$ cat src/rtl/bm_pkg.sv
package bm_pkg;
    typedef enum logic [0:0] {
        ST_IDLE  = 1'b0,
        ST_SWEEP = 1'b1
    } bm_state_e;
endpackage

$ cat src/rtl/bm_store.sv
module bm_store #(
    parameter int ROWS  = 8,
    parameter int WIDTH = 16,
    localparam int IDXW = (ROWS > 1) ? $clog2(ROWS) : 1
) (
    input  logic                        clk,
    input  logic                        rst_n,
    input  logic                        wr_en,
    input  logic [IDXW-1:0]             wr_addr,
    input  logic [WIDTH-1:0]            wr_data,
    input  logic                        lock,
    output logic [ROWS-1:0][WIDTH-1:0]  row_data,
    output logic [ROWS-1:0]             row_vld
);
    typedef struct packed {
        logic [ROWS-1:0][WIDTH-1:0] data;
        logic [ROWS-1:0]            vld;
    } store_t;

    store_t s_d, s_q;

    always_comb begin
        s_d = s_q;
        if (wr_en && !lock) begin
            for (int r = 0; r < ROWS; r++) begin
                if (wr_addr == IDXW'(r)) begin
                    s_d.data[r] = wr_data;
                    s_d.vld[r]  = 1'b1;
                end
            end
        end
    end

    always_ff @(posedge clk or negedge rst_n) begin
        if (!rst_n) s_q <= '0;
        else        s_q <= s_d;
    end

    assign row_data = s_q.data;
    assign row_vld  = s_q.vld;
endmodule

$ cat src/rtl/bm_scorer.sv
module bm_scorer #(
    parameter int ROWS  = 8,
    parameter int WIDTH = 16,
    localparam int SW   = $clog2(WIDTH + 1)
) (
    input  logic [ROWS-1:0][WIDTH-1:0] row_data,
    input  logic [WIDTH-1:0]           smp,
    output logic [ROWS-1:0][SW-1:0]    score
);
    for (genvar g = 0; g < ROWS; g++) begin : g_row
        logic [WIDTH-1:0] agree;
        assign agree = ~(row_data[g] ^ smp);
        always_comb begin
            score[g] = '0;
            for (int b = 0; b < WIDTH; b++) begin
                score[g] = score[g] + SW'(agree[b]);
            end
        end
    end
endmodule

$ cat src/rtl/bm_race.sv
module bm_race
    import bm_pkg::*;
#(
    parameter int ROWS  = 8,
    parameter int WIDTH = 16,
    localparam int SW   = $clog2(WIDTH + 1),
    localparam int IDXW = (ROWS > 1) ? $clog2(ROWS) : 1
) (
    input  logic                     clk,
    input  logic                     rst_n,
    input  logic                     start,
    input  logic                     abort,
    input  logic [WIDTH-1:0]         sample,
    input  logic [ROWS-1:0]          row_vld,
    input  logic [ROWS-1:0][SW-1:0]  score,
    output logic [WIDTH-1:0]         smp_q,
    output logic                     busy,
    output logic [ROWS-1:0]          win_onehot,
    output logic [IDXW-1:0]          win_idx,
    output logic                     win_found,
    output logic                     done
);
    typedef struct packed {
        bm_state_e        st;
        logic [SW-1:0]    ramp;
        logic [WIDTH-1:0] smp;
        logic [ROWS-1:0]  oh;
        logic [IDXW-1:0]  idx;
        logic             found;
        logic             done;
    } race_t;

    race_t r_d, r_q;
    logic [ROWS-1:0] fire;
    logic [IDXW-1:0] pick;

    for (genvar g = 0; g < ROWS; g++) begin : g_fire
        assign fire[g] = row_vld[g] && (score[g] == r_q.ramp);
    end

    always_comb begin
        pick = '0;
        for (int r = ROWS - 1; r >= 0; r--) begin
            if (fire[r]) pick = IDXW'(r);
        end
    end

    always_comb begin
        r_d      = r_q;
        r_d.done = 1'b0;
        case (r_q.st)
            ST_IDLE: begin
                if (start) begin
                    r_d.st    = ST_SWEEP;
                    r_d.ramp  = SW'(WIDTH);
                    r_d.smp   = sample;
                    r_d.oh    = '0;
                    r_d.idx   = '0;
                    r_d.found = 1'b0;
                end
            end
            ST_SWEEP: begin
                if (abort || (row_vld == '0)) begin
                    r_d.st   = ST_IDLE;
                    r_d.done = 1'b1;
                end else if (fire != '0) begin
                    r_d.st    = ST_IDLE;
                    r_d.done  = 1'b1;
                    r_d.found = 1'b1;
                    r_d.idx   = pick;
                    r_d.oh    = ROWS'(1) << pick;
                end else if (r_q.ramp == '0) begin
                    r_d.st   = ST_IDLE;
                    r_d.done = 1'b1;
                end else begin
                    r_d.ramp = r_q.ramp - SW'(1);
                end
            end
            default: r_d.st = ST_IDLE;
        endcase
    end

    always_ff @(posedge clk or negedge rst_n) begin
        if (!rst_n) r_q <= '0;
        else        r_q <= r_d;
    end

    assign smp_q      = r_q.smp;
    assign busy       = (r_q.st == ST_SWEEP);
    assign win_onehot = r_q.oh;
    assign win_idx    = r_q.idx;
    assign win_found  = r_q.found;
    assign done       = r_q.done;
endmodule

$ cat src/rtl/bestmatch_cam.sv
module bestmatch_cam #(
    parameter int ROWS  = 8,
    parameter int WIDTH = 16,
    localparam int SW   = $clog2(WIDTH + 1),
    localparam int IDXW = (ROWS > 1) ? $clog2(ROWS) : 1
) (
    input  logic             clk,
    input  logic             rst_n,
    input  logic             wr_en,
    input  logic [IDXW-1:0]  wr_addr,
    input  logic [WIDTH-1:0] wr_data,
    input  logic [WIDTH-1:0] sample,
    input  logic             start,
    input  logic             abort,
    output logic [ROWS-1:0]  win_onehot,
    output logic [IDXW-1:0]  win_idx,
    output logic             win_found,
    output logic             done
);
    logic [ROWS-1:0][WIDTH-1:0] row_data;
    logic [ROWS-1:0]            row_vld;
    logic [ROWS-1:0][SW-1:0]    score;
    logic [WIDTH-1:0]           smp_q;
    logic                       busy;

    bm_store #(.ROWS(ROWS), .WIDTH(WIDTH)) u_store (
        .clk      (clk),
        .rst_n    (rst_n),
        .wr_en    (wr_en),
        .wr_addr  (wr_addr),
        .wr_data  (wr_data),
        .lock     (busy),
        .row_data (row_data),
        .row_vld  (row_vld)
    );

    bm_scorer #(.ROWS(ROWS), .WIDTH(WIDTH)) u_scorer (
        .row_data (row_data),
        .smp      (smp_q),
        .score    (score)
    );

    bm_race #(.ROWS(ROWS), .WIDTH(WIDTH)) u_race (
        .clk        (clk),
        .rst_n      (rst_n),
        .start      (start),
        .abort      (abort),
        .sample     (sample),
        .row_vld    (row_vld),
        .score      (score),
        .smp_q      (smp_q),
        .busy       (busy),
        .win_onehot (win_onehot),
        .win_idx    (win_idx),
        .win_found  (win_found),
        .done       (done)
    );
endmodule

$ cat config.mk
export PLATFORM = sky130hd
export DESIGN_NAME = bestmatch_cam
export DESIGN_NICKNAME = d
export VERILOG_FILES = /design/src/rtl/bm_pkg.sv /design/src/rtl/bm_store.sv /design/src/rtl/bm_scorer.sv /design/src/rtl/bm_race.sv /design/src/rtl/bestmatch_cam.sv
export SDC_FILE = /design/constraint.sdc
export NUM_CORES = 1
export LEC_CHECK = 0
export CAP_MARGIN = 20
export CORE_MARGIN = 2
export CORE_UTILIZATION = 30
export DETAILED_ROUTE_END_ITERATION = 16
export PLACE_DENSITY = 0.52
export SYNTH_ARGS = -nofsm -noshare
export SYNTH_HDL_FRONTEND = slang
export SYNTH_SLANG_ARGS = --single-unit
export TNS_END_PERCENT = 5
$ cat constraint.sdc
create_clock -name clk -period 7.2 [get_ports clk]
set_input_delay 0.72 -clock clk [delete_from_list [all_inputs] [get_ports clk]]
set_output_delay 0.72 -clock clk [all_outputs]
set_load 0.02 [all_outputs]
### Word-level counts from Yosys, hierarchy flattened

Cells that the tools add are included.

| word-level totals | value |
|---|---|
| register bits after elaboration | 171 |
| output and inout port bits | 13 |
| word-level logic and storage cells | 231 |

| cells by class | value |
|---|---|
| add/subtract/negate cells | 121 |
| eq/ne operators | 20 |
| shift-type cells | 1 |
| mux-type cells | 23 |
| bitwise logic cells | 17 |
| reduce and logical (&&, ||, !) cells | 26 |

Operators by type and width:

| operator | count |
|---|---|
| adder 5 x 1 -> 5 bit | 112 |
| inverter 16 bit | 8 |
| XOR 16 bit | 8 |
| equality test 5 bit | 8 |
| 2-to-1 mux 34 bit | 1 |
| 2-to-1 mux 12 bit | 2 |
| 2-to-1 mux 3 bit | 8 |
| one-hot mux 12 bit (2 select lines) | 1 |
| AND reduction 2 bit | 9 |
| adder 1 x 1 -> 2 bit | 8 |
| 2-to-1 mux 5 bit | 3 |
| equality test 3 bit, second input constant | 4 |
| one-hot mux 6 bit (2 select lines) | 1 |
| != test 2 bit, second input constant | 5 |
| logical AND 1 bit | 9 |
| logical NOT 8 bit | 1 |
| nonzero test 8 bit | 1 |
| left shift 1 x 3 -> 8 bit, first input constant | 1 |
| 2-to-1 mux 1 bit | 7 |
| equality test 3 x 2 -> 1 bit, second input constant | 2 |
| logical NOT 5 bit | 1 |
| subtractor 5 x 1 -> 5 bit, second input constant | 1 |
| AND reduction 4 bit | 1 |
| equality test 3 x 1 -> 1 bit, second input constant | 1 |
| other kinds (5) | 5 |

### Logic depth before layout (Yosys ltp)

Gate-level depths: netlist of run 1.

| logic depth | value |
|---|---|
| word-level depth | 31 |
| depth in mapped cells | 20 |
| depth with buffers taken out | 18 |

### Modules after synthesis

Synthesis of run 1 repeated with hierarchy kept, for this count alone.

| unflattened totals | value |
|---|---|
| cell total of the unflattened synthesis | 947 |
| area, all modules | 11504.8 sq um |

Modules (own cells, without submodules):

| module | instances | cells each | area each (sq um) | seq. area each (sq um) |
|---|---|---|---|---|
| bm_store | 1 | 296 | 5165.0 | 3403.3 |
| bm_scorer | 1 | 404 | 4063.9 | 0.0 |
| bm_race | 1 | 247 | 2275.9 | 875.8 |

### Worst setup path before layout of run 1

OpenSTA, ideal clock, no wires.

| path | value |
|---|---|
| path type | reg-to-reg |
| start point | register u_race.r_q (netlist bit u_race.smp_q[0]) |
| end point | register u_race.r_q (netlist bit u_race.win_onehot[0]) |
| setup time | 122 ps |
| arrival time | 5729 ps |
| data required time | 7078 ps |
| slack | 1349 ps |
| cell stages (with the launch flop) | 19 |
| period minus slack after synthesis | 5851 ps |
| cells stage by stage | dfrtp_1 > clkbuf_1 > xnor2_1 > ha_1 > fa_1 > inv_1 > fa_1 > fa_1 > fa_1 > fa_1 > fa_1 > xnor2_1 > xnor2_1 > nand4_1 > nor4b_1 > or4b_4 > buf_6 > o21ai_1 > a32o_1 |

| between the ends | value |
|---|---|
| longest elaborated chain between the ends | 31 |
| elaborated cells between the ends (all ways) | 167 |

RTL lines:

| element | RTL line | source |
|---|---|---|
| start, declared | bm_race.sv:33 | `race_t r_d, r_q;` |
| start signal, assigned | bm_race.sv:85 | `else r_q <= r_d;` |
| XOR 16 bit | bm_scorer.sv:12 | `assign agree = ~(row_data[g] ^ smp);` |
| inverter 16 bit | bm_scorer.sv:12 |  |
| adder 1 x 1 -> 2 bit | bm_scorer.sv:16 | `score[g] = score[g] + SW'(agree[b]);` |
| adder 5 x 1 -> 5 bit (14 in series) | bm_scorer.sv:16 |  |
| equality test 5 bit | bm_race.sv:38 | `assign fire[g] = row_vld[g] && (score[g] == r_q.ramp);` |
| logical AND 1 bit | bm_race.sv:38 |  |
| 2-to-1 mux 3 bit (8 in series) | bm_race.sv:44 | `if (fire[r]) pick = IDXW'(r);` |
| left shift 1 x 3 -> 8 bit | bm_race.sv:71 | `r_d.oh = ROWS'(1) << pick;` |
| 2-to-1 mux 12 bit | bm_race.sv:66 | `end else if (fire != '0) begin` |
| 2-to-1 mux 12 bit | bm_race.sv:63 | `if (abort \|\| (row_vld == '0)) begin` |
| one-hot mux 12 bit (2 select lines) | bm_race.sv:51 | `case (r_q.st)` |

Parallel ways exist; a longest one is shown, timed or not. The select of a mux whose other input is x is not followed.
A chain may end at the register's enable or synchronous reset.

### Worst setup path in the final report of run 1

| path | value |
|---|---|
| start point | register u_race.r_q (netlist bit u_race.smp_q[0]) |
| end point | register u_race.r_q (netlist bit u_race.win_idx[0]) |

| between the ends | value |
|---|---|
| longest elaborated chain between the ends | 30 |
| elaborated cells between the ends (all ways) | 166 |

RTL lines:

| element | RTL line |
|---|---|
| XOR 16 bit | bm_scorer.sv:12 |
| inverter 16 bit | bm_scorer.sv:12 |
| adder 1 x 1 -> 2 bit | bm_scorer.sv:16 |
| adder 5 x 1 -> 5 bit (14 in series) | bm_scorer.sv:16 |
| equality test 5 bit | bm_race.sv:38 |
| logical AND 1 bit | bm_race.sv:38 |
| 2-to-1 mux 3 bit (8 in series) | bm_race.sv:44 |
| 2-to-1 mux 12 bit | bm_race.sv:66 |
| 2-to-1 mux 12 bit | bm_race.sv:63 |
| one-hot mux 12 bit (2 select lines) | bm_race.sv:51 |

Parallel ways exist; a longest one is shown, timed or not. The select of a mux whose other input is x is not followed.

==> results of run 1 <==
[final cells by class]
class                      count  area, um^2  area share
sequential                   171        4280       0.338
tap                          468         586      0.0463
timing repair buffer          63         604      0.0477
multi-input combinational    599        6270       0.495
clock inverter                15         169      0.0133
clock buffer                  17         425      0.0336
inverter                      86         323      0.0255
[Yosys cell counts, types with 8 or more instances]
master	instances
nor2_1	9
nor3_1	13
nand2_1	26
inv_1	86
o21ai_0	11
xnor2_1	108
xor2_1	61
or2_2	8
dfrtp_1	171
fa_1	80
buf_4	13
clkbuf_1	31
a21oi_1	13
ha_1	41
mux2_2	144
[sequential cells by signal (all words and copies together) (netlist names), 3 cells and up]
register / count
u_race.r_q: 5
u_race.smp_q: 16
u_race.win_idx: 3
u_race.win_onehot: 8
u_store.row_data: 128
u_store.row_vld: 8
[cell usage in the layout, fill, tap and decap left out, drive strengths merged, types with 2 or more instances in the layout]
cell and n:
a211oi 2, a21o 6, a21oi 13, a22oi 2, a311oi 2, a31oi 3, a32o 2, and2 2
buf 12, clkbuf 17, clkdlybuf4s50 51, clkinv 4, dfrtp 171, fa 80, ha 41, inv 95
mux2 144, mux2i 4, nand2 26, nand2b 3, nand3 6, nand4 6, nor2 9, nor2b 7
nor3 14, nor3b 2, nor4 3, nor4b 3, o21a 5, o21ai 14, o22ai 7, or2 8
or3 3, xnor2 108, xnor3 3, xor2 61
[worst max-delay path: stages, from the launching register on]
cell and delay (ns):
dfrtp_1 0.60, xnor2_1 0.15, ha_1 0.36, fa_1 0.58, inv_1 0.07, fa_1 0.52, fa_1 0.53, fa_1 0.54
fa_1 0.48, fa_1 0.42, nor2b_1 0.14, o21ai_1 0.08, xnor2_1 0.13, nor4b_1 0.60, buf_4 0.26, nor4b_1 0.07
a31oi_1 0.46, o22ai_1 0.18
[path summary, 6_finish.rpt]
path,end
hold / removal,u_store.row_data[51]
setup / recovery,u_race.win_idx[0]
hold reg to reg,u_race.win_found
setup reg to reg,u_race.win_idx[0]
min in group clk,u_race.win_found
max in group asynchronous,u_store.row_data[118]
[metal layers]
layer | share of wire | global-route usage
met5 | 0.00032 | 0
met3 | 0.025 | 0.0258
met2 | 0.50 | 0.260
met1 | 0.46 | 0.206
met4 | 0.015 | 0.0424
[through the flow]
stage | instances | utilization | instance area, um^2 | setup WS [ns]
2_1_floorplan | 905 | - | 11100 | 1.35
3_3_place_gp | 1387 | 0.330 | 12100 | 0.942
3_5_place_dp | 1387 | 0.330 | 12100 | 0.920
4_1_cts | 1419 | 0.347 | 12700 | 0.900
5_1_grt | 1419 | 0.347 | 12700 | 0.588
6_report | 1419 | 0.347 | 12700 | 0.903
[logic make-up (layout without fill, tap and decap cells)]
logic type / after synthesis / after routing / share of synthesized area
AOI/OAI and AO/OA: 61 / 61 / 0.0354
xor gates and xnor gates: 172 / 172 / 0.140
adders and majority gates: 121 / 121 / 0.191
buffers and inverters: 135 / 181 / 0.0511
DFF: 171 / 171 / 0.386
muxes: 148 / 148 / 0.150
and+or+nand+nor: 97 / 97 / 0.0474
==> flow_metrics.py, run 1 <==
metrics = {
    "clock_network": {
        "cts.repair_timing.setup_buffer_count": 0,
        "cts.root.buffer_cell": "clkbuf_16",
        "post_cts_resize_count": 0,
        "worst_setup_hold_path_clk_slew_ns": 0.08,
        "cts_sinks": 171,
        "cts-root-to-sink-buffers": 2,
        "clock_latency_ns": 0.45,
        "htreeDepth": 4,
        "number_of_buffers_created_by_cts": 17,
        "cts_tree": "done",
        "holdBufCountCts": 0,
    },
    "yosys": {
        "synth.cell_area_um2": 11100,
        "post_synth_num_cell_types": 49,
        "seq_area_frac_synth": 0.386,
        "post_synth_inst_count": 905,
        "netlist.area_leader.share": 0.386,
        "async_flop_share": 1.00,
        "ys_dominant_reg_cell": "dfrtp_1",
        "postSynthRegisterBits": 171,
        "synthesis.nets": 1066,
        "post-synth-top-area-cell": "dfrtp_1",
        "synth-edff-count": 0,
        "synthesis.yosys.warnings": 0,
        "post_synth.cell_area_avg_um2": 12.3,
        "synthTopCellsByArea": "dfrtp_1 (39%), mux2_2 (15%), fa_1 (14%), xnor2_1 (8.5%), xor2_1 (4.8%)",
    },
    "timing": {
        "maxClockFrequency_ghz": 0.159,
        "tightestPinTransition_ns": 1.08,
        "final_min_period_ns": 6.30,
        "fin_hold_ws_ns": 0.158,
        "finalCritPeriodShare": 0.875,
        "timing.final.hold_violations": 0,
        "worst_clock_skew_ns": 0.0150,
        "finalSetupTns_ns": 0,
        "relSlewSlack": 0.278,
        "final_max_slew_viol_count": 0,
        "grt_setup_unrepaired": "false",
        "finalSetupViolations": 0,
    },
    "layout": {
        "area_growth_syn_to_layout_pct": 14.1,
        "number_of_antenna_cells_inserted": 0,
        "n_fill_cell": 3570,
        "drive_gt1_frac": 0.217,
        "num-nets-final": 1099,
    },
    "placement": {
        "gp_congestion": 0.815,
        "port-buffer-count": 52,
        "dpl.hpwl_um": 20600,
    },
    "min_path": {
        "holdCritPathClass": "in2async",
    },
    "detailed_routing": {
        "vias_post_dr": 6451,
        "drt_iter0_markers": 256,
        "remaining_drc_errors": 0,
        "route.detailed.vias_per_inst": 4.55,
        "drt_pass1_iterations": 4,
        "totalWireLength_um": 28000,
        "drt.antenna.violating_nets": 0,
        "wire_per_inst_um": 19.8,
    },
    "floorplanning": {
        "die_height_um": 196,
        "die_w_um": 196,
        "floorplan.io_pins": 53,
        "floorplan.initialDensity": 0.304,
        "design.die.area_um2": 38500,
        "placement_rows": 70,
        "floorplan.core_area_um2": 36500,
    },
    "critical_path": {
        "worst_setup_path_start_kind": "flip-flop",
        "critical_path_class": "reg2reg",
        "reg2reg_setup_slack_ns": 0.90,
        "critPathCaptureType": "flip-flop",
        "r2r.worst_path.cells": 17,
        "regToRegStartpoint": "u_race.smp_q[0]",
        "critical_path_arrival_ns": 6.60,
        "startpoint": "u_race.smp_q[0]",
        "required_ns": 7.50,
        "worst-path-max-fanout": 9,
    },
    "global_routing": {
        "first_pass_grt_wire_length_um": 43700,
        "pin_count_of_the_biggest_net_entering_global_routing": 75,
        "globalRoute.totalOverflow": 0,
        "grt.total_usage": 0.155,
        "grt_antenna_before_repair": 1,
        "vias_in_the_first_global_route": 7066,
    },
    "status": {
        "status": "finished, final reports clean",
    },
    "flow_run": {
        "max-cap-violations": 0,
    },
}
Power of run 1 is not shown: default switching activity piles up to over one toggle a cycle in this logic, so the estimate is an artifact.
==> run 2: changes to the inputs <==
--- a/config.mk
+++ b/config.mk
@@ -5,12 +5,12 @@
 export SDC_FILE = /design/constraint.sdc
 export NUM_CORES = 1
 export LEC_CHECK = 0
-export CAP_MARGIN = 20
 export CORE_MARGIN = 2
 export CORE_UTILIZATION = 30
 export DETAILED_ROUTE_END_ITERATION = 16
 export PLACE_DENSITY = 0.52
 export SYNTH_ARGS = -nofsm -noshare
 export SYNTH_HDL_FRONTEND = slang
+export SYNTH_HIERARCHICAL = 1
 export SYNTH_SLANG_ARGS = --single-unit
 export TNS_END_PERCENT = 5
==> run 2 against run 1 <==
  * Clock skew fell by 0.0081 ns
  * Via count rose by 0.60%
  * Critical path depth fell by 1
  * Register-to-register slack improved by 0.53 ns
  * Clock-buffer cell count rose by 1
  * Routed wire length rose by 3.0%
  * Cell count rose by 4.7%
  * Die area rose by 3.7%
  * Largest cell class unchanged
  * Area after synthesis rose by 3.8%
  * First-iteration DRC count rose by 27%
  * Critical endpoint is now u_race/win_onehot[6]
  * Sequential share of layout area fell by 0.43 points
  * Setup slack improved by 0.53 ns
==> flow_metrics.py, run 2 <==
metrics = {
    "status": {
        "status": "finished, final reports clean",
    },
    "critical_path": {
        "critPathCaptureType": "flip-flop",
        "worst_setup_path_start_kind": "flip-flop",
        "cp_common_cell": "fa_1",
        "worst-path-max-fanout": 9,
        "required_ns": 7.57,
        "critical_path_class": "reg2reg",
        "cpMaxStageDelayCell": "nor3_1",
        "timing.critical_path.cells": "xnor2_1, fa_1, inv_1, fa_1, fa_1, inv_1, fa_1, fa_1, fa_1, xor2_1, xor2_1, nor4_1, and3_1, nor3_1, and4b_1, a22o_1",
        "critical_path_arrival_ns": 6.13,
        "max_stage_delay_ns": 0.66,
    },
    "yosys": {
        "post_synth_most_frequent_cells": "dfrtp_1 (171), mux2_2 (128), xnor2_1 (119)",
        "post-synth-top-area-cell": "dfrtp_1",
        "synth.cell_area_um2": 11500,
        "netlist.area_leader.share": 0.372,
        "async_flop_share": 1.00,
        "postSynthRegisterBits": 171,
        "synthTopCellsByArea": "dfrtp_1 (37%), fa_1 (14%), mux2_2 (13%), xnor2_1 (9.1%), xor2_1 (4.9%)",
        "post_synth_inst_count": 947,
        "yosys.cell_count.top_type": "dfrtp_1",
        "seq_area_frac_synth": 0.372,
        "synthesis.yosys.warnings": 6,
        "synth-edff-count": 0,
        "ys_dominant_reg_cell": "dfrtp_1",
        "post_synth_num_cell_types": 53,
        "post_synth.cell_area_avg_um2": 12.1,
        "synthesis.nets": 1108,
    },
    "global_routing": {
        "first_pass_grt_wire_length_um": 44500,
        "globalRoute.totalOverflow": 0,
        "grt_antenna_before_repair": 0,
        "grt.total_usage": 0.154,
        "vias_in_the_first_global_route": 7050,
        "pin_count_of_the_biggest_net_entering_global_routing": 107,
    },
    "layout": {
        "number_of_antenna_cells_inserted": 0,
        "layout.cells.most_common_list": "dfrtp_1 (171), mux2_2 (128), xnor2_1 (119)",
        "num-nets-final": 1122,
        "design_area_um2": 12800,
        "layout_commonest_cell": "dfrtp_1",
        "drive_gt1_frac": 0.205,
        "max_reg_flops": 128,
        "area_growth_syn_to_layout_pct": 11.4,
    },
    "placement": {
        "post_place_setup_slack_ns": 1.44,
        "post_dp_cell_area_um2": 12200,
        "gp_congestion": 0.820,
        "port-buffer-count": 52,
        "dpl.hpwl_um": 21400,
    },
    "floorplanning": {
        "floorplan.initialDensity": 0.305,
        "floorplan.core_area_um2": 37800,
        "die_w_um": 200,
        "die_height_um": 200,
        "floorplan.io_pins": 53,
        "placement_rows": 71,
        "design.die.area_um2": 39900,
    },
    "clock_network": {
        "cts-root-to-sink-buffers": 2,
        "clock_latency_ns": 0.43,
        "htreeDepth": 4,
        "holdBufCountCts": 0,
        "cts.root.buffer_cell": "clkbuf_16",
        "cts.repair_timing.setup_buffer_count": 0,
        "worst_setup_hold_path_clk_slew_ns": 0.07,
        "cts_tree": "done",
        "post_cts_resize_count": 0,
        "number_of_buffers_created_by_cts": 17,
        "cts_sinks": 171,
    },
    "detailed_routing": {
        "wire_per_inst_um": 19.4,
        "drt_iter0_markers": 325,
        "remaining_drc_errors": 0,
        "drt.antenna.violating_nets": 0,
        "totalWireLength_um": 28900,
        "drt_pass1_iterations": 4,
        "vias_post_dr": 6490,
        "route.detailed.vias_per_inst": 4.37,
    },
    "timing": {
        "finalSetupViolations": 0,
        "final_min_period_ns": 5.77,
        "grt_setup_unrepaired": "false",
        "relSlewSlack": 0.285,
        "tightestPinTransition_ns": 1.07,
        "timing.final.hold_violations": 0,
        "finalSetupTns_ns": 0,
        "finalCritPeriodShare": 0.801,
        "fin_hold_ws_ns": 0.382,
        "maxClockFrequency_ghz": 0.173,
        "worst_clock_skew_ns": 0.00691,
        "timing.final.ws_setup_ns": 1.43,
        "final_max_slew_viol_count": 0,
    },
    "flow_run": {
        "max-cap-violations": 0,
    },
    "min_path": {
        "holdCritPathClass": "in2async",
    },
}
## run 2: changes by cell type in the layout (fill, tap and decap cells not counted), sizes merged, moves of 4 or more
cell   previous run  this run
xor2             61        65
o21ai            14         2
nor4              3        10
and3              1         9
nor3             14         2
mux2            144       128
nand2            26        62
a22o              0         5
xnor2           108       119
o22ai             7         0
## run 2: critical path: cells and delay by family, from the launching register on
kind,cells,cell delay [ns]
AO/OA/AOI/OAI,1,0.12
adder cells (fa/ha/maj),6,3.00
buffers and inverters,2,0.13
XOR/XNOR,3,0.54
flip-flops,1,0.65
AND/OR/NAND/NOR,4,1.27
## run 2: logic make-up (layout without fill, tap and decap cells)
| family | after synthesis | in the layout | share of synthesized area |
|---|---|---|---|
| AND/OR/NAND/NOR | 133 | 133 | 0.0672 |
| adder cells (fa/ha/maj) | 121 | 121 | 0.184 |
| multiplexers | 131 | 131 | 0.128 |
| XOR/XNOR | 184 | 184 | 0.140 |
| buffers and inverters | 160 | 187 | 0.0763 |
| flip-flops | 171 | 171 | 0.372 |
| AO/OA/AOI/OAI | 47 | 47 | 0.0327 |
## run 2: layout make-up
class                           count  area [um^2]
Multi-Input combinational cell    616         6350
Timing Repair Buffer               61          589
Clock inverter                     14          169
Inverter                           94          353
Sequential cell                   171         4280
Tap cell                          511          639
Clock buffer                       18          439
Fill cell                        3794        24900
## run 2: stage by stage
step | std cells | util
after global placement | 1453 | 0.323
after detailed placement | 1453 | 0.323
final | 1485 | 0.340
after floorplan | 947 | -
after CTS | 1485 | 0.340
after global routing | 1485 | 0.340
## run 2: final timing paths
kind	start	to	slack (ns)	depth (start not counted)
worst max register to register	u_race/smp_q[5]	u_race/win_onehot[6]	1.43	16
worst min-delay path	rst_n	u_race/r_q[32]	0.38	1
worst min register to register	u_race/win_found	u_race/win_found	0.48	2
worst max-delay path	u_race/smp_q[5]	u_race/win_onehot[6]	1.43	16
max in group asynchronous	rst_n	u_store/row_data[123]	5.35	2
min in group clk	u_race/win_found	u_race/win_found	0.48	2
## run 2: metal layers
layer / track usage / up-vias / part of all wire
met5: 0 / - / 0
met4: 0.0406 / 0 / 0.015
met3: 0.0232 / 14 / 0.029
met2: 0.257 / 83 / 0.49
met1: 0.210 / 3347 / 0.47
li1: - / 3046 / -
Power of run 2 is left out for the same reason.
==> run 3: changes to the inputs <==
--- a/config.mk
+++ b/config.mk
@@ -8,7 +8,7 @@
 export CORE_MARGIN = 2
 export CORE_UTILIZATION = 30
 export DETAILED_ROUTE_END_ITERATION = 16
-export PLACE_DENSITY = 0.52
+export PLACE_DENSITY = 0.54
 export SYNTH_ARGS = -nofsm -noshare
 export SYNTH_HDL_FRONTEND = slang
 export SYNTH_HIERARCHICAL = 1
==> constraint.sdc (replaced) <==
create_clock -name clk -period 5.1 [get_ports clk]
set_input_delay 0.51 -clock clk [delete_from_list [all_inputs] [get_ports clk]]
set_output_delay 0.51 -clock clk [all_outputs]
set_load 0.02 [all_outputs]
==> run 3 against run 2 <==
  * The run now ends with setup timing left
  * Clock skew up 0.0054 ns
  * Via count up 5.3%
  * Cell area up 6.5%
  * Global-route usage up 0.086 points
  * Non-clock buffer count up 64
  * Flip-flop and latch count unchanged
  * Sequential share of layout area down 2.0 points
  * First-iteration DRC count down 21%
  * Utilization up 2.2 points
  * Die area unchanged
  * Setup slack worse by 1.7 ns
  * Critical endpoint is now u_race/win_idx[0]
==> flow_metrics.py, run 3 (same netlist as run 2, synthesis figures left out) <==
metrics = {
    "status": {
        "status": "complete, but fails checks",
        "failed_checks": "setup timing",
    },
    "critical_path": {
        "critical_path_class": "reg2reg",
        "required_ns": 5.43,
        "critical_path_arrival_ns": 5.67,
        "cp_top_delay_family": "adder cells",
        "cp_common_cell": "fa_1",
        "max_stage_delay_ns": 0.53,
        "cp_num_cells": 20,
        "r2r.worst_path.cells": 20,
        "worst-path-max-fanout": 5,
        "worst_setup_path_start_kind": "flip-flop",
        "timing.critical_path.cells": "buf_8, buf_4, xor2_1, fa_1, fa_1, inv_2, fa_1, fa_1, ha_2, inv_1, fa_2, nor2b_1, o21a_1, xor2_2, nor4_4, and3_4, nor4_4, buf_4, nand2_1, a32o_1",
        "critPathCaptureType": "flip-flop",
        "critical_path_buf_inv_count": 5,
        "cpMaxStageDelayCell": "fa_1",
    },
    "clock_network": {
        "number_of_buffers_created_by_cts": 17,
        "cts_sinks": 171,
        "holdBufCountCts": 0,
        "cts.root.buffer_cell": "clkbuf_16",
        "cts_tree": "done",
        "clock_latency_ns": 0.43,
        "cts-root-to-sink-buffers": 2,
        "htreeDepth": 4,
        "worst_setup_hold_path_clk_slew_ns": 0.07,
    },
    "timing": {
        "timing.final.ws_setup_ns": -0.237,
        "finalCritPeriodShare": 1.05,
        "finalSetupTns_ns": -3.82,
        "timing.final.hold_violations": 0,
        "maxClockFrequency_ghz": 0.187,
        "finalSetupViolations": 19,
        "final_min_period_ns": 5.34,
        "worst_clock_skew_ns": 0.0123,
        "grt_setup_unrepaired": "true",
        "relSlewSlack": 0.427,
        "tightestPinTransition_ns": 0.860,
        "final_max_slew_viol_count": 0,
    },
    "detailed_routing": {
        "remaining_drc_errors": 0,
        "wire_per_inst_um": 18.9,
        "drt.antenna.violating_nets": 0,
        "vias_post_dr": 6834,
        "drt_iter0_markers": 258,
        "drt_pass1_iterations": 4,
        "route.detailed.vias_per_inst": 4.41,
        "totalWireLength_um": 29200,
    },
    "layout": {
        "drive_gt1_frac": 0.303,
        "max_reg_flops": 128,
        "area_growth_syn_to_layout_pct": 18.7,
        "num-nets-final": 1187,
        "layout.cells.most_common_list": "dfrtp_1 (166), mux2_2 (128), xnor2_1 (110)",
        "layout_commonest_cell": "dfrtp_1",
        "number_of_antenna_cells_inserted": 0,
        "n_fill_cell": 3723,
        "design_area_um2": 13700,
        "final_core_utilization": 0.362,
    },
    "global_routing": {
        "vias_in_the_first_global_route": 7315,
        "globalRoute.totalOverflow": 0,
        "grt_antenna_before_repair": 0,
        "first_pass_grt_wire_length_um": 45000,
        "pin_count_of_the_biggest_net_entering_global_routing": 86,
        "grt.total_usage": 0.155,
    },
    "floorplanning": {
        "floorplan.core_area_um2": 37800,
        "design.die.area_um2": 39900,
        "die_w_um": 200,
        "floorplan.initialDensity": 0.305,
        "die_height_um": 200,
        "placement_rows": 71,
        "floorplan.io_pins": 53,
    },
    "flow_run": {
        "max-cap-violations": 0,
    },
    "placement": {
        "gp_congestion": 0.788,
        "post_dp_cell_area_um2": 12700,
        "port-buffer-count": 52,
        "dpl.hpwl_um": 21500,
    },
    "min_path": {
        "holdCritPathClass": "in2async",
    },
}
[run 3: cell types whose count changed in the layout (fill, tap and decap cells not counted), sizes merged]
cell / previous run / this run
a32o: 4 / 5
inv: 97 / 98
clkinv: 6 / 4
bufinv: 3 / 2
clkinvlp: 2 / 3
buf: 10 / 74
[run 3: per-stage QoR]
step / hold slack, ns / setup WS [ns] / std cells
finish: 0.0904 / -0.237 / 1549
detailed placement: 0.475 / -0.353 / 1507
CTS: 0.156 / -0.285 / 1543
global route: 0.174 / -0.399 / 1549
global placement: 0.476 / -0.348 / 1507
floorplan: 0.214 / 0.0195 / 947
[run 3: final timing paths]
path                       slack (ns)                   end                  from
min                              0.09        u_race/r_q[32]                 rst_n
max in group asynchronous        3.79  u_store/row_data[59]                 rst_n
max reg2reg                     -0.24     u_race/win_idx[0]       u_race/smp_q[5]
min in group clk                 0.49  u_race/win_onehot[7]  u_race/win_onehot[7]
min reg2reg                      0.49  u_race/win_onehot[7]  u_race/win_onehot[7]
max                             -0.24     u_race/win_idx[0]       u_race/smp_q[5]
[run 3: routing by layer]
metal,global-route usage,part of all wire
met1,0.206,0.46
met2,0.267,0.51
met3,0.0232,0.022
met4,0.0359,0.010
met5,0,0
[run 3: what timing repair did]
action	4_1_cts	5_1_grt
setup buffers	4	8
endpoints found under the setup margin	19	19
gates resized for setup	16	40
cloned	1	0
pin swaps	15	44
[run 3: cell type report]
type / instances / area (um^2) / area share
timing repair buffer: 125 / 1150 / 0.0839
tap: 511 / 639 / 0.0468
clock inverter: 13 / 141 / 0.0104
clock buffer: 18 / 429 / 0.0314
inverter: 94 / 353 / 0.0258
sequential: 171 / 4290 / 0.314
multi-input combinational: 617 / 6660 / 0.488
Power of run 3 is left out for the same reason.
